==> config.mk <==
export PLATFORM = sky130hd
export DESIGN_NAME = dma_steal_arb
export DESIGN_NICKNAME = d
export VERILOG_FILES = /design/src/rtl/dma_steal_pkg.sv /design/src/rtl/dma_par_ctr.sv /design/src/rtl/dma_fetch_ctl.sv /design/src/rtl/dma_spr_ctl.sv /design/src/rtl/dma_steal_arb.sv
export SDC_FILE = /design/constraint.sdc
export NUM_CORES = 1
export LEC_CHECK = 0
export BUFFER_PORTS_ARGS = -buffer_cell sky130_fd_sc_hd__buf_2
export CAP_MARGIN = 20
export CORE_UTILIZATION = 40
export DETAILED_ROUTE_END_ITERATION = 16
export PLACE_DENSITY = 0.69
export SKIP_LAST_GASP = 1
export SYNTH_ARGS = -nofsm -noshare
export SYNTH_HDL_FRONTEND = slang
export SYNTH_SLANG_ARGS = --single-unit
==> constraint.sdc <==
create_clock -name clk_i -period 5.2 [get_ports clk_i]
set_input_delay 0.78 -clock clk_i [delete_from_list [all_inputs] [get_ports clk_i]]
set_output_delay 0.78 -clock clk_i [all_outputs]
set_load 0.01 [all_outputs]
==> src/rtl/dma_steal_pkg.sv <==
package dma_steal_pkg;
  localparam int unsigned AW          = 16;
  localparam int unsigned DW          = 8;
  localparam int unsigned SPR_N       = 256;
  localparam int unsigned SPR_IW      = $clog2(SPR_N);
  localparam int unsigned PAGE_W      = AW - SPR_IW;
  localparam int unsigned STL_ODD_LEN = 4;
  localparam int unsigned STL_EVN_LEN = 3;
  localparam int unsigned STL_CW      = $clog2(STL_ODD_LEN + 1);

  typedef logic [AW-1:0] addr_t;
  typedef logic [DW-1:0] data_t;
endpackage

==> src/rtl/dma_par_ctr.sv <==
module dma_par_ctr (
  input  logic clk_i,
  input  logic rst_ni,
  output logic odd_o
);
  always_ff @(posedge clk_i or negedge rst_ni) begin
    if (!rst_ni) odd_o <= 1'b1;
    else         odd_o <= ~odd_o;
  end
endmodule

==> src/rtl/dma_fetch_ctl.sv <==
module dma_fetch_ctl
  import dma_steal_pkg::*;
(
  input  logic  clk_i,
  input  logic  rst_ni,
  input  logic  req_i,
  input  addr_t addr_i,
  input  logic  cpu_rd_i,
  input  logic  par_odd_i,
  input  logic  spr_busy_i,
  input  logic  spr_slot_i,
  input  logic  fix_i,
  input  data_t rdata_i,
  output logic  stall_o,
  output logic  get_o,
  output logic  take_o,
  output logic  dup_o,
  output addr_t addr_o,
  output logic  vld_o,
  output data_t data_o
);
  logic              pend_q, arm_q, odd_q;
  logic [STL_CW-1:0] cnt_q;
  addr_t             addr_q;
  logic              armed, halt;

  // eligible only once an odd cycle has been seen while pending
  assign armed   = pend_q && (arm_q || par_odd_i);
  assign halt    = armed && cpu_rd_i && !spr_busy_i && (cnt_q == '0);
  assign take_o  = armed && spr_slot_i;
  assign get_o   = take_o || (cnt_q == STL_CW'(1));
  assign stall_o = halt || (cnt_q != '0);
  assign dup_o   = (cnt_q > STL_CW'(1)) && odd_q && !fix_i;
  assign addr_o  = addr_q;

  always_ff @(posedge clk_i or negedge rst_ni) begin
    if (!rst_ni) begin
      pend_q <= 1'b0;
      arm_q  <= 1'b0;
      odd_q  <= 1'b0;
      cnt_q  <= '0;
      addr_q <= '0;
      vld_o  <= 1'b0;
      data_o <= '0;
    end else begin
      if (halt || take_o) begin
        pend_q <= 1'b0;
        arm_q  <= 1'b0;
      end else if (req_i && !pend_q) begin
        pend_q <= 1'b1;
        arm_q  <= 1'b0;
        addr_q <= addr_i;
      end else if (pend_q && par_odd_i) begin
        arm_q  <= 1'b1;
      end
      if (halt) begin
        cnt_q <= par_odd_i ? STL_CW'(STL_ODD_LEN - 1) : STL_CW'(STL_EVN_LEN - 1);
        odd_q <= par_odd_i;
      end else if (cnt_q != '0) begin
        cnt_q <= cnt_q - STL_CW'(1);
      end
      vld_o <= get_o;
      if (get_o) data_o <= rdata_i;
    end
  end
endmodule

==> src/rtl/dma_spr_ctl.sv <==
module dma_spr_ctl
  import dma_steal_pkg::*;
#(
  parameter addr_t DATA_ADDR = 16'h7F01
) (
  input  logic              clk_i,
  input  logic              rst_ni,
  input  logic              start_i,
  input  logic [PAGE_W-1:0] page_i,
  input  logic              par_odd_i,
  input  logic              take_i,
  input  data_t             rdata_i,
  output logic              busy_o,
  output logic              slot_o,
  output logic              rd_o,
  output logic              we_o,
  output addr_t             addr_o,
  output data_t             wdata_o
);
  logic              first_q, have_q;
  logic [PAGE_W-1:0] page_q;
  logic [SPR_IW-1:0] idx_q;
  data_t             byte_q;

  // reads on even cycles, writes on odd; first busy cycle is the halt
  assign slot_o  = busy_o && !first_q && !par_odd_i && !have_q;
  assign rd_o    = slot_o && !take_i;
  assign we_o    = busy_o && !first_q && par_odd_i && have_q;
  assign addr_o  = rd_o ? {page_q, idx_q} : DATA_ADDR;
  assign wdata_o = byte_q;

  always_ff @(posedge clk_i or negedge rst_ni) begin
    if (!rst_ni) begin
      busy_o  <= 1'b0;
      first_q <= 1'b0;
      have_q  <= 1'b0;
      page_q  <= '0;
      idx_q   <= '0;
      byte_q  <= '0;
    end else if (start_i) begin
      busy_o  <= 1'b1;
      first_q <= 1'b1;
      have_q  <= 1'b0;
      page_q  <= page_i;
      idx_q   <= '0;
    end else if (busy_o) begin
      first_q <= 1'b0;
      if (rd_o) begin
        have_q <= 1'b1;
        byte_q <= rdata_i;
      end
      if (we_o) begin
        have_q <= 1'b0;
        idx_q  <= idx_q + SPR_IW'(1);
        if (idx_q == SPR_IW'(SPR_N - 1)) busy_o <= 1'b0;
      end
    end
  end
endmodule

==> src/rtl/dma_steal_arb.sv <==
module dma_steal_arb
  import dma_steal_pkg::*;
#(
  parameter addr_t SPR_REG_ADDR  = 16'h7F00,
  parameter addr_t SPR_DATA_ADDR = 16'h7F01
) (
  input  logic                           clk_i,
  input  logic                           rst_ni,
  input  logic [dma_steal_pkg::AW-1:0]   cpu_addr_i,
  input  logic                           cpu_rd_i,
  input  logic [dma_steal_pkg::DW-1:0]   cpu_wdata_i,
  input  logic                           fetch_req_i,
  input  logic [dma_steal_pkg::AW-1:0]   fetch_addr_i,
  input  logic                           region_fix_i,
  input  logic [dma_steal_pkg::DW-1:0]   dma_rdata_i,
  output logic                           rdy_o,
  output logic [dma_steal_pkg::AW-1:0]   dma_addr_o,
  output logic                           dma_rd_o,
  output logic                           dma_we_o,
  output logic [dma_steal_pkg::DW-1:0]   dma_wdata_o,
  output logic                           dup_rd_o,
  output logic                           parity_o,
  output logic                           fetch_vld_o,
  output logic [dma_steal_pkg::DW-1:0]   fetch_data_o
);
  logic  par_odd;
  logic  spr_start, spr_busy, spr_slot, spr_rd, spr_we;
  logic  f_stall, f_get, f_take;
  addr_t spr_addr, f_addr;

  assign spr_start = rdy_o && !cpu_rd_i && (cpu_addr_i == SPR_REG_ADDR);

  dma_par_ctr u_par (
    .clk_i (clk_i),
    .rst_ni(rst_ni),
    .odd_o (par_odd)
  );

  dma_spr_ctl #(.DATA_ADDR(SPR_DATA_ADDR)) u_spr (
    .clk_i    (clk_i),
    .rst_ni   (rst_ni),
    .start_i  (spr_start),
    .page_i   (cpu_wdata_i[PAGE_W-1:0]),
    .par_odd_i(par_odd),
    .take_i   (f_take),
    .rdata_i  (dma_rdata_i),
    .busy_o   (spr_busy),
    .slot_o   (spr_slot),
    .rd_o     (spr_rd),
    .we_o     (spr_we),
    .addr_o   (spr_addr),
    .wdata_o  (dma_wdata_o)
  );

  dma_fetch_ctl u_fetch (
    .clk_i     (clk_i),
    .rst_ni    (rst_ni),
    .req_i     (fetch_req_i),
    .addr_i    (fetch_addr_i),
    .cpu_rd_i  (cpu_rd_i),
    .par_odd_i (par_odd),
    .spr_busy_i(spr_busy),
    .spr_slot_i(spr_slot),
    .fix_i     (region_fix_i),
    .rdata_i   (dma_rdata_i),
    .stall_o   (f_stall),
    .get_o     (f_get),
    .take_o    (f_take),
    .dup_o     (dup_rd_o),
    .addr_o    (f_addr),
    .vld_o     (fetch_vld_o),
    .data_o    (fetch_data_o)
  );

  assign rdy_o      = !(spr_busy || f_stall);
  assign dma_rd_o   = spr_rd || f_get;
  assign dma_we_o   = spr_we;
  assign dma_addr_o = f_get ? f_addr : spr_addr;
  assign parity_o   = par_odd;
endmodule

==> reports/results.txt, run 1 <==
outcome: complete, no violations
Hold Path Sink: u_spr.wdata_o[2]
register area share after synthesis: 53.5%
top cells by area, synth: dfrtp_1 (53%), mux2_2 (9.8%), mux2_4 (4.3%)
asr flop ratio synth: 100%
largest family of logic cells by synthesized area: simple AND/OR/NAND/NOR gates
synthesized net count: 298
Worst setup EP type: output port
post-CTS setup buffers: 0
Worst Skew: 0.00603 ns
Setup CP Type: reg2out
setup TNS: 0 ns
worst vdd ir: 0.149 mV
Tot GR Track Use: 17.5%
Final min period: 3.23 ns
Initial Util: 42.6%
worst hold path type: reg2reg
Antenna Cells: 0
number of routed nets with antenna violations: 0
Final Cycle Share: 62.0%
final hold vios: 0
PnR Total Power: 0.00153 W
Post-Synth Adder-Cell Area: 1.81%
initial antenna violation count: 0
Layout Cells excl Fill: 416
Crit-path slowest cell: a31oi_4
Critical Path Max Stage Delay: 0.62 ns
CP cell instances: ha_1 -> nor2b_1 -> a31oi_4 -> inv_2 -> a22o_1 -> buf_2
Unique masters post-synth: 41
Synth area leader: dfrtp_1
Post-synth EDFFs: 0
Chip Height: 85.1 microns
final core utilization: 53.7%
vias: 2,125
reg2reg end: u_spr.page_q[5]
Via-to-Cell Ratio: 5.11
max-cap violation count: 0
CTS tree: yes
cell count after synthesis: 241
hold wc startpoint: u_spr.wdata_o[2]
final setup violation count: 0
Internal Power: 0.00108 W
drt pass-1 iters: 4
sw frac: 29.6%
R2R depth: 6
R2R Path Start: u_fetch.cnt_q[0]
DRT iter0 DRCs: 125
net switching power: 0.000452 W
TritonCTS buffer count: 9
Worst-Margin Slew: 0.934 ns
compound-cell area share of the yosys netlist: 7.56%
Synthesis Warnings: 0
post-synthesis mux area share: 15.3%
clock-pin slew of the registers on the worst-case setup and hold paths: 0.07 ns
Wirelength per Cell: 14.3 microns
Power Dens Cells: 439 mW/mm^2
Mean Syn Cell Area: 11.5 sq um
vias in the first global route: 2,049
hold path cells: 2
Top FF cell, synth: dfrtp_1
static leakage: 1.70 nW
Clk Latency, worst-skew pair: 0.34 ns
Die W: 85.1 microns
combinational power share: 26.5%
# resized after CTS: 0
Area growth syn-to-layout: 26.1%
relative slew slack: 37.8%
reg-to-reg slack, setup: 2.71 ns
sequential share of power: 43.0%
XOR/XNOR Fraction of Synth Area: 2.22%
maximum buffer depth of the clock tree: 2
mapped cell area: 0.00276 sq mm
Site Rows: 29
largest net degree at the start of global routing: 60
drt total wl: 5.93 mm
Core ar.: 0.00649 sq mm
layout cells sized above 1: 44.2%
cell total after placement: 400
grt ovf: 0
die area: 0.00725 sq mm
#FFs+latches synth: 59
clk root buf: clkbuf_8
first-pass GRT wire length: 9.69 mm
clock share of power: 30.5%
Arr. time, crit path: 2.45 ns
Sinks on Clock Net: 59
routability cong.: 0.814
fmax: 310 MHz
fill count: 575
CP max FO: 25
final-stage net count: 391
CP startpoint kind: register
RSZ-0062 raised after global routing: no
DRC violations left: 0
simple logic cell fraction of the synthesized area: 16.4%
Post-DP HPWL: 4.20 mm
top cell type's share of synthesized area: 52.5%
hold_buf cts: 0
H-tree depth: 3
io pins: 91
Port Buf Inserts: 90
critical path required time: 4.42 ns
Pins Over Slew Limit: 0
==> layer usage <==
layer	track usage (%)	vias up	part of all wire, %	wire, microns
met5	0	-	0	0
met4	6.32	0	1.5	89
met3	6.03	9	6.7	395
met2	27.4	76	46	2710
met1	22.6	1020	46	2730
li1	-	1020	-	-
==> power by group through the flow <==
stage | clock (W) | sequential (W) | combinational, W
final | 0.000466 | 0.000657 | 0.000405
after global routing | 0.000500 | 0.000671 | 0.000446
after CTS | 0.000477 | 0.000658 | 0.000412
after detailed placement | 0 | 0.000666 | 0.000411
after global placement | 0 | 0.000659 | 0.000399
after floorplan | 0 | 0.000655 | 0.000276
==> worst max-delay path by stage <==
stage                           from             end  cells past startpoint
floorplan           u_fetch.cnt_q[0]  dma_addr_o[13]                      6
global placement    u_fetch.cnt_q[0]  dma_addr_o[15]                      6
detailed placement  u_fetch.cnt_q[0]   dma_addr_o[5]                      6
CTS                 u_fetch.cnt_q[0]   dma_addr_o[5]                      6
global route        u_fetch.cnt_q[1]   dma_addr_o[5]                      7
finish              u_fetch.cnt_q[0]   dma_addr_o[5]                      6
==> cells in the final DEF, fill, tap and decap left out, types with 2 or more instances in the layout <==
master / instances
a22o_1: 8
nand2b_1: 4
a21oi_1: 12
o21ai_0: 3
nor2b_1: 2
xor2_1: 3
bufinv_16: 2
inv_1: 5
xnor2_1: 4
buf_2: 90
nor3_1: 5
clkbuf_8: 10
nand4_1: 3
nor3b_1: 2
nand3_1: 4
and4_1: 2
clkinvlp_4: 2
nor2_1: 30
nand2_1: 31
mux2_4: 8
dfrtp_1: 58
mux2i_1: 2
ha_1: 4
buf_4: 2
mux2_2: 24
==> worst max-delay path: cells and delay by family, from the launching register on <==
family,cells,cell delay (ns)
AO/OA/AOI/OAI,2,0.91
adder cells (fa/ha/maj),1,0.24
buffers and inverters,2,0.34
flip-flops,1,0.41
AND/OR/NAND/NOR,1,0.20
==> area by class of cell <==
cell class / instances / area, sq um / share of cell area, %
clock inverter: 6 / 88.8 / 2.55
inverter: 6 / 22.5 / 0.646
clock buffer: 10 / 138 / 3.95
multi-input combinational: 166 / 1200 / 34.3
timing repair buffer: 92 / 465 / 13.4
sequential: 59 / 1480 / 42.4
tap: 77 / 96.3 / 2.76
==> registers in the layout, indices dropped and copies added, names as in the netlist <==
signal          count
u_spr.first_q       1
u_spr.busy_o        1
u_spr.idx_q         8
u_spr.page_q        8
u_fetch.pend_q      1
u_fetch.cnt_q       3
u_fetch.arm_q       1
u_fetch.data_o      8
u_spr.have_q        1
u_par.odd_o         1
u_spr.wdata_o       8
u_fetch.odd_q       1
u_fetch.addr_o     16
u_fetch.vld_o       1
==> cell usage after synthesis, types with 2 or more instances <==
| master | instances |
|---|---|
| a21oi_1 | 12 |
| a22o_1 | 8 |
| and4_1 | 2 |
| buf_2 | 5 |
| clkbuf_1 | 3 |
| dfrtp_1 | 58 |
| ha_1 | 4 |
| inv_1 | 5 |
| mux2_2 | 24 |
| mux2_4 | 8 |
| mux2i_1 | 2 |
| nand2_1 | 31 |
| nand2b_1 | 4 |
| nand3_1 | 4 |
| nand4_1 | 3 |
| nor2_1 | 30 |
| nor2b_1 | 2 |
| nor3_1 | 5 |
| nor3b_1 | 2 |
| o21ai_0 | 3 |
| xnor2_1 | 4 |
| xor2_1 | 3 |
==> stage by stage <==
step | worst slack, ns | hold slack (ns) | instance area, sq um
global route | 1.78 | 0.508 | 3480
finish | 1.97 | 0.474 | 3480
CTS | 1.91 | 0.478 | 3480
detailed placement | 2.31 | 0.462 | 3260
floorplan | 2.86 | 0.465 | 2760
global placement | 2.37 | 0.462 | 3260
==> cell families after synthesis <==
family / after synthesis
and+or+nand+nor: 91
DFF: 59
muxes: 35
AOI/OAI and AO/OA: 29
buffers and inverters: 16
xor gates and xnor gates: 7
adders and majority gates: 4
No activity file was read; power rests on OpenSTA's default activity.
==> inputs of run 2 (changes only) <==
--- a/config.mk
+++ b/config.mk
@@ -9,7 +9,7 @@
 export CAP_MARGIN = 20
 export CORE_UTILIZATION = 40
 export DETAILED_ROUTE_END_ITERATION = 16
-export PLACE_DENSITY = 0.69
+export PLACE_DENSITY = 0.71
 export SKIP_LAST_GASP = 1
 export SYNTH_ARGS = -nofsm -noshare
 export SYNTH_HDL_FRONTEND = slang
==> constraint.sdc (replaced) <==
create_clock -name clk_i -period 2.85 [get_ports clk_i]
set_input_delay 0.4275 -clock clk_i [delete_from_list [all_inputs] [get_ports clk_i]]
set_output_delay 0.4275 -clock clk_i [all_outputs]
set_load 0.01 [all_outputs]
==> run 2 against run 1 <==
Sequential cell count unchanged; count of clock-buffer cells in the layout up 1; sequential power up 83%; worst setup slack worse by 1.6 ns; critical path depth up 1; largest cell class unchanged; combinational power up 86%; highest routed layer unchanged; critical path type unchanged; via count about the same; non-clock buffer count up 4; the run now ends with design-rule violations left; clock power up 59%.
==> reports/results.txt, run 2 (same netlist as run 1, synthesis figures left out) <==
Pins Over Slew Limit: 0 (unchanged)
io pins: 91 (unchanged)
most common cell after layout, fill and taps aside: buf_2 (unchanged)
most frequent cells in the layout: buf_2 (90), dfrtp_1 (58), nand2_1 (31), nor2_1 (30), mux2_2 (24) (unchanged)
Crit-path slowest cell: dfrtp_1 (was a31oi_4)
Wirelength per Cell: 14.4 microns (was 14.3 microns)
static leakage: 1.71 nW (was 1.70 nW)
Worst setup EP type: output port (unchanged)
Final min period: 2.46 ns
post-CTS setup buffers: 0 (unchanged)
final-stage net count: 395 (was 391)
setup TNS: 0 ns (unchanged)
clk root buf: clkbuf_8 (unchanged)
hold_buf cts: 0 (unchanged)
Chip Height: 85.1 microns (unchanged)
Setup CP Type: reg2out (unchanged)
Core ar.: 0.00649 sq mm (unchanged)
CP startpoint kind: register (unchanged)
placed instance area: 0.00329 sq mm (was 0.00326 sq mm)
Final Cell Area: 0.00348 sq mm (about the same)
largest net degree at the start of global routing: 41 (was 60)
fmax: 406 MHz
Antenna Cells: 0 (unchanged)
drt pass-1 iters: 10 (was 4)
critical path required time: 2.42 ns (was 4.42 ns)
failing checks: design-rule violations
final setup violation count: 0 (unchanged)
post-route worst setup slack: 0.388 ns (was 1.97 ns)
Worst-Margin Slew: 0.614 ns (was 0.934 ns)
pre-CTS WS: 0.596 ns (was 2.31 ns)
max-cap violation count: 0 (unchanged)
DRT iter0 DRCs: 77 (was 125)
# resized after CTS: 0 (unchanged)
Min Hold Slack: 0.0430 ns (was 0.474 ns)
Worst Skew: 0.00800 ns (was 0.00603 ns)
routability cong.: 0.799 (was 0.814)
Die W: 85.1 microns (unchanged)
Power Dens Cells: 773 mW/mm^2 (was 439 mW/mm^2)
vias: 2,123 (was 2,125)
H-tree depth: 3 (unchanged)
clock-pin slew of the registers on the worst-case setup and hold paths: 0.06 ns (was 0.07 ns)
DRC violations left: 2 (was 0)
Largest register FFs: 16 (unchanged)
CTS tree: yes (unchanged)
CP cell instances: ha_1 -> nor2b_1 -> a31oi_4 -> buf_4 -> nor2_1 -> a21oi_1 -> buf_2 (was ha_1 -> nor2b_1 -> a31oi_4 -> inv_2 -> a22o_1 -> buf_2)
Via-to-Cell Ratio: 5.05 (was 5.11)
fill count: 586 (was 575)
worst vdd ir: 0.290 mV (was 0.149 mV)
Sinks on Clock Net: 59 (unchanged)
Tot GR Track Use: 18.0% (was 17.5%)
drt total wl: 6.03 mm (was 5.93 mm)
number of routed nets with antenna violations: 0 (unchanged)
vias in the first global route: 2,130 (was 2,049)
maximum buffer depth of the clock tree: 2 (unchanged)
grt ovf: 0 (unchanged)
final hold vios: 0 (unchanged)
CP max FO: 24 (was 25)
first-pass GRT wire length: 9.92 mm (was 9.69 mm)
delay-heaviest family, CP: buffers and inverters (was compound AO/OA/AOI/OAI gates)
outcome: finished with violations (was complete, no violations)
Critical path buffers and inverters: 2 (unchanged)
Arr. time, crit path: 2.03 ns (was 2.45 ns)
Final Cycle Share: 86.4%
Area growth syn-to-layout: 26.0% (was 26.1%)
Port Buf Inserts: 90 (unchanged)
layout cells sized above 1: 44.6% (was 44.2%)
Site Rows: 29 (unchanged)
worst hold path type: in2async (was reg2reg)
TritonCTS buffer count: 9 (unchanged)
Critical Path Max Stage Delay: 0.41 ns (was 0.62 ns)
Clk Latency, worst-skew pair: 0.33 ns (was 0.34 ns)
PnR Total Power: 0.00269 W (was 0.00153 W)
Initial Util: 42.6% (unchanged)
Post-DP HPWL: 4.34 mm (was 4.20 mm)
RSZ-0062 raised after global routing: no (unchanged)
die area: 0.00725 sq mm (unchanged)
relative slew slack: 59.1% (was 37.8%)
initial antenna violation count: 0 (unchanged)
[run 2: layout make-up]
cell class / instances / area, sq um / area share [%]
clock buffer: 11 / 141 / 4.06
clock inverter: 5 / 52.6 / 1.51
inverter: 6 / 22.5 / 0.647
multi-input combinational: 166 / 1200 / 34.4
sequential: 59 / 1480 / 42.4
tap: 77 / 96.3 / 2.77
timing repair buffer: 96 / 495 / 14.2
[run 2: worst paths after layout]
path                                  start                 end  slack, ns  cells after the start
min reg2reg                u_spr.wdata_o[7]    u_spr.wdata_o[7]       0.47                      2
max in group asynchronous            rst_ni         u_par.odd_o       1.93                      2
max                        u_fetch.cnt_q[0]      dma_addr_o[10]       0.39                      7
max reg2reg                u_fetch.cnt_q[0]     u_spr.page_q[1]       0.67                      6
min in group clk_i           dma_rdata_i[6]    u_spr.wdata_o[6]       0.29                      3
min                                  rst_ni  u_fetch.addr_o[11]       0.04                      1
[run 2: through the flow]
step | util, % | instances
finish | 53.6 | 420
global route | 53.6 | 420
CTS | 53.6 | 420
detailed placement | 50.6 | 404
global placement | 50.6 | 404
floorplan | - | 241
[run 2: routing by layer]
layer  GRT usage [%]  part of all wire, %  vias up
li1                -                    -     1023
met3            3.99                  6.9        7
met2            28.2                   45       78
met4            10.2                  1.5        0
met5               0                    0        -
met1            23.1                   46     1015
[run 2: where the power goes]
group	internal (W)	switching [W]
sequential	0.00106	0.000140
clock	0.000423	0.000317
combinational	0.000393	0.000359
==> inputs of run 3 (changes only) <==
--- a/config.mk
+++ b/config.mk
@@ -8,6 +8,7 @@
 export BUFFER_PORTS_ARGS = -buffer_cell sky130_fd_sc_hd__buf_2
 export CAP_MARGIN = 20
 export CORE_UTILIZATION = 40
+export CTS_BUF_LIST = sky130_fd_sc_hd__clkbuf_4 sky130_fd_sc_hd__clkbuf_8
 export DETAILED_ROUTE_END_ITERATION = 16
 export PLACE_DENSITY = 0.71
 export SKIP_LAST_GASP = 1
==> run 3 against run 2 <==
The run still ends with design-rule violations left; global-route usage is the same; largest cell class unchanged; worst setup slack better by 0.016 ns; routed wire length rose by 0.13%; highest routed layer unchanged.
==> reports/results.txt, run 3 (same netlist as run 1, synthesis figures left out) <==
clock-pin slew of the registers on the worst-case setup and hold paths: 0.06 ns (about the same)
Worst setup EP type: output port (unchanged)
Clk Latency, worst-skew pair: 0.34 ns (was 0.33 ns)
PnR Total Power: 0.00270 W (was 0.00269 W)
Critical path buffers and inverters: 2 (unchanged)
grt ovf: 0 (unchanged)
fmax: 409 MHz (was 406 MHz)
Antenna Cells: 0 (unchanged)
drt total wl: 6.04 mm (was 6.03 mm)
post-CTS setup buffers: 0 (unchanged)
Port Buf Inserts: 90 (unchanged)
Post-DP HPWL: 4.34 mm (unchanged)
die area: 0.00725 sq mm (unchanged)
layout cells sized above 1: 44.9% (was 44.6%)
Core ar.: 0.00649 sq mm (unchanged)
vias in the first global route: 2,130 (unchanged)
# resized after CTS: 0 (unchanged)
Arr. time, crit path: 2.02 ns (was 2.03 ns)
CP max FO: 24 (unchanged)
worst vdd ir: 0.293 mV (was 0.290 mV)
Final min period: 2.45 ns (was 2.46 ns)
Setup CP Type: reg2out (unchanged)
Power Dens Cells: 776 mW/mm^2 (was 773 mW/mm^2)
Seq. cell area: 0.00148 sq mm (unchanged)
RSZ-0062 raised after global routing: no (unchanged)
DRT iter0 DRCs: 78 (was 77)
routability cong.: 0.799 (unchanged)
Initial Util: 42.6% (unchanged)
most frequent cells in the layout: buf_2 (90), dfrtp_1 (58), nand2_1 (31), nor2_1 (30), mux2_2 (24) (unchanged)
largest net degree at the start of global routing: 41 (unchanged)
CP cell instances: ha_1 -> nor2b_1 -> a31oi_4 -> buf_4 -> nor2_1 -> a21oi_1 -> buf_2 (unchanged)
Die W: 85.1 microns (unchanged)
final setup violation count: 0 (unchanged)
drt pass-1 iters: 10 (unchanged)
area of the multi-input gates: 0.00120 sq mm (unchanged)
final hold vios: 0 (unchanged)
number of routed nets with antenna violations: 0 (unchanged)
R2R Path Start: u_fetch.cnt_q[0] (unchanged)
failing checks: design-rule violations (unchanged)
Critical Path Max Stage Delay: 0.41 ns (about the same)
Crit-path slowest cell: dfrtp_1 (unchanged)
CP startpoint kind: register (unchanged)
Wirelength per Cell: 14.4 microns (about the same)
Largest register FFs: 16 (unchanged)
Sinks on Clock Net: 59 (unchanged)
worst hold path type: in2async (unchanged)
Worst-Margin Slew: 0.626 ns (was 0.614 ns)
DRC violations left: 1 (was 2)
CTS tree: yes (unchanged)
TritonCTS buffer count: 9 (unchanged)
io pins: 91 (unchanged)
setup TNS: 0 ns (unchanged)
initial antenna violation count: 0 (unchanged)
vias: 2,133 (was 2,123)
outcome: finished with violations (unchanged)
max-cap violation count: 0 (unchanged)
maximum buffer depth of the clock tree: 2 (unchanged)
first-pass GRT wire length: 9.92 mm (unchanged)
Tot GR Track Use: 18.0% (unchanged)
CP startpoint: u_fetch.cnt_q[0] (unchanged)
Site Rows: 29 (unchanged)
Pins Over Slew Limit: 0 (unchanged)
hold_buf cts: 0 (unchanged)
most common cell after layout, fill and taps aside: buf_2 (unchanged)
delay-heaviest family, CP: buffers and inverters (unchanged)
relative slew slack: 58.3% (was 59.1%)
Worst Skew: 0.00891 ns (was 0.00800 ns)
critical path required time: 2.42 ns (about the same)
final-stage net count: 395 (unchanged)
static leakage: 1.72 nW (was 1.71 nW)
Area growth syn-to-layout: 26.1% (was 26.0%)
Chip Height: 85.1 microns (unchanged)
Via-to-Cell Ratio: 5.08 (was 5.05)
H-tree depth: 3 (unchanged)
clk root buf: clkbuf_8 (unchanged)
Final Cycle Share: 85.8% (was 86.4%)
fill count: 585 (was 586)
## run 3: layout make-up
type	instances	area share, %
clock buffer	11	4.16
clock inverter	5	1.51
inverter	6	0.646
multi-input combinational	166	34.3
sequential	59	42.4
tap	77	2.76
timing repair buffer	96	14.2
## run 3: final timing paths
check	endpoint	slack, ns	depth (start not counted)
setup reg to reg	u_spr.page_q[4]	0.66	6
min in group clk_i	u_spr.wdata_o[6]	0.29	3
hold / removal	u_fetch.addr_o[11]	0.04	1
max in group asynchronous	u_par.odd_o	1.93	2
hold reg to reg	u_spr.wdata_o[7]	0.47	2
setup / recovery	dma_addr_o[10]	0.40	7
## run 3: report_power, final
group,switching (W),internal (W),total (W)
clock,0.000320,0.000432,0.000752
sequential,0.000140,0.00106,0.00120
combinational,0.000358,0.000393,0.000752
## run 3: routing by layer
metal	up-vias	track usage, %	share of wire, %
met5	-	0	0
met4	0	10.2	2.1
met3	10	3.99	6.1
met2	79	28.2	45
met1	1021	23.1	47
li1	1023	-	-
## run 3: stage by stage
| step | instance area [sq um] | hold WS, ns | cells | setup slack [ns] | utilization [%] |
|---|---|---|---|---|---|
| after floorplan | 2760 | 0.132 | 241 | 0.862 | - |
| after global placement | 3290 | 0.404 | 404 | 0.623 | 50.6 |
| after detailed placement | 3290 | 0.405 | 404 | 0.596 | 50.6 |
| after CTS | 3490 | 0.0418 | 420 | 0.382 | 53.7 |
| after global routing | 3490 | 0.0583 | 420 | 0.247 | 53.7 |
| final | 3490 | 0.0380 | 420 | 0.404 | 53.7 |
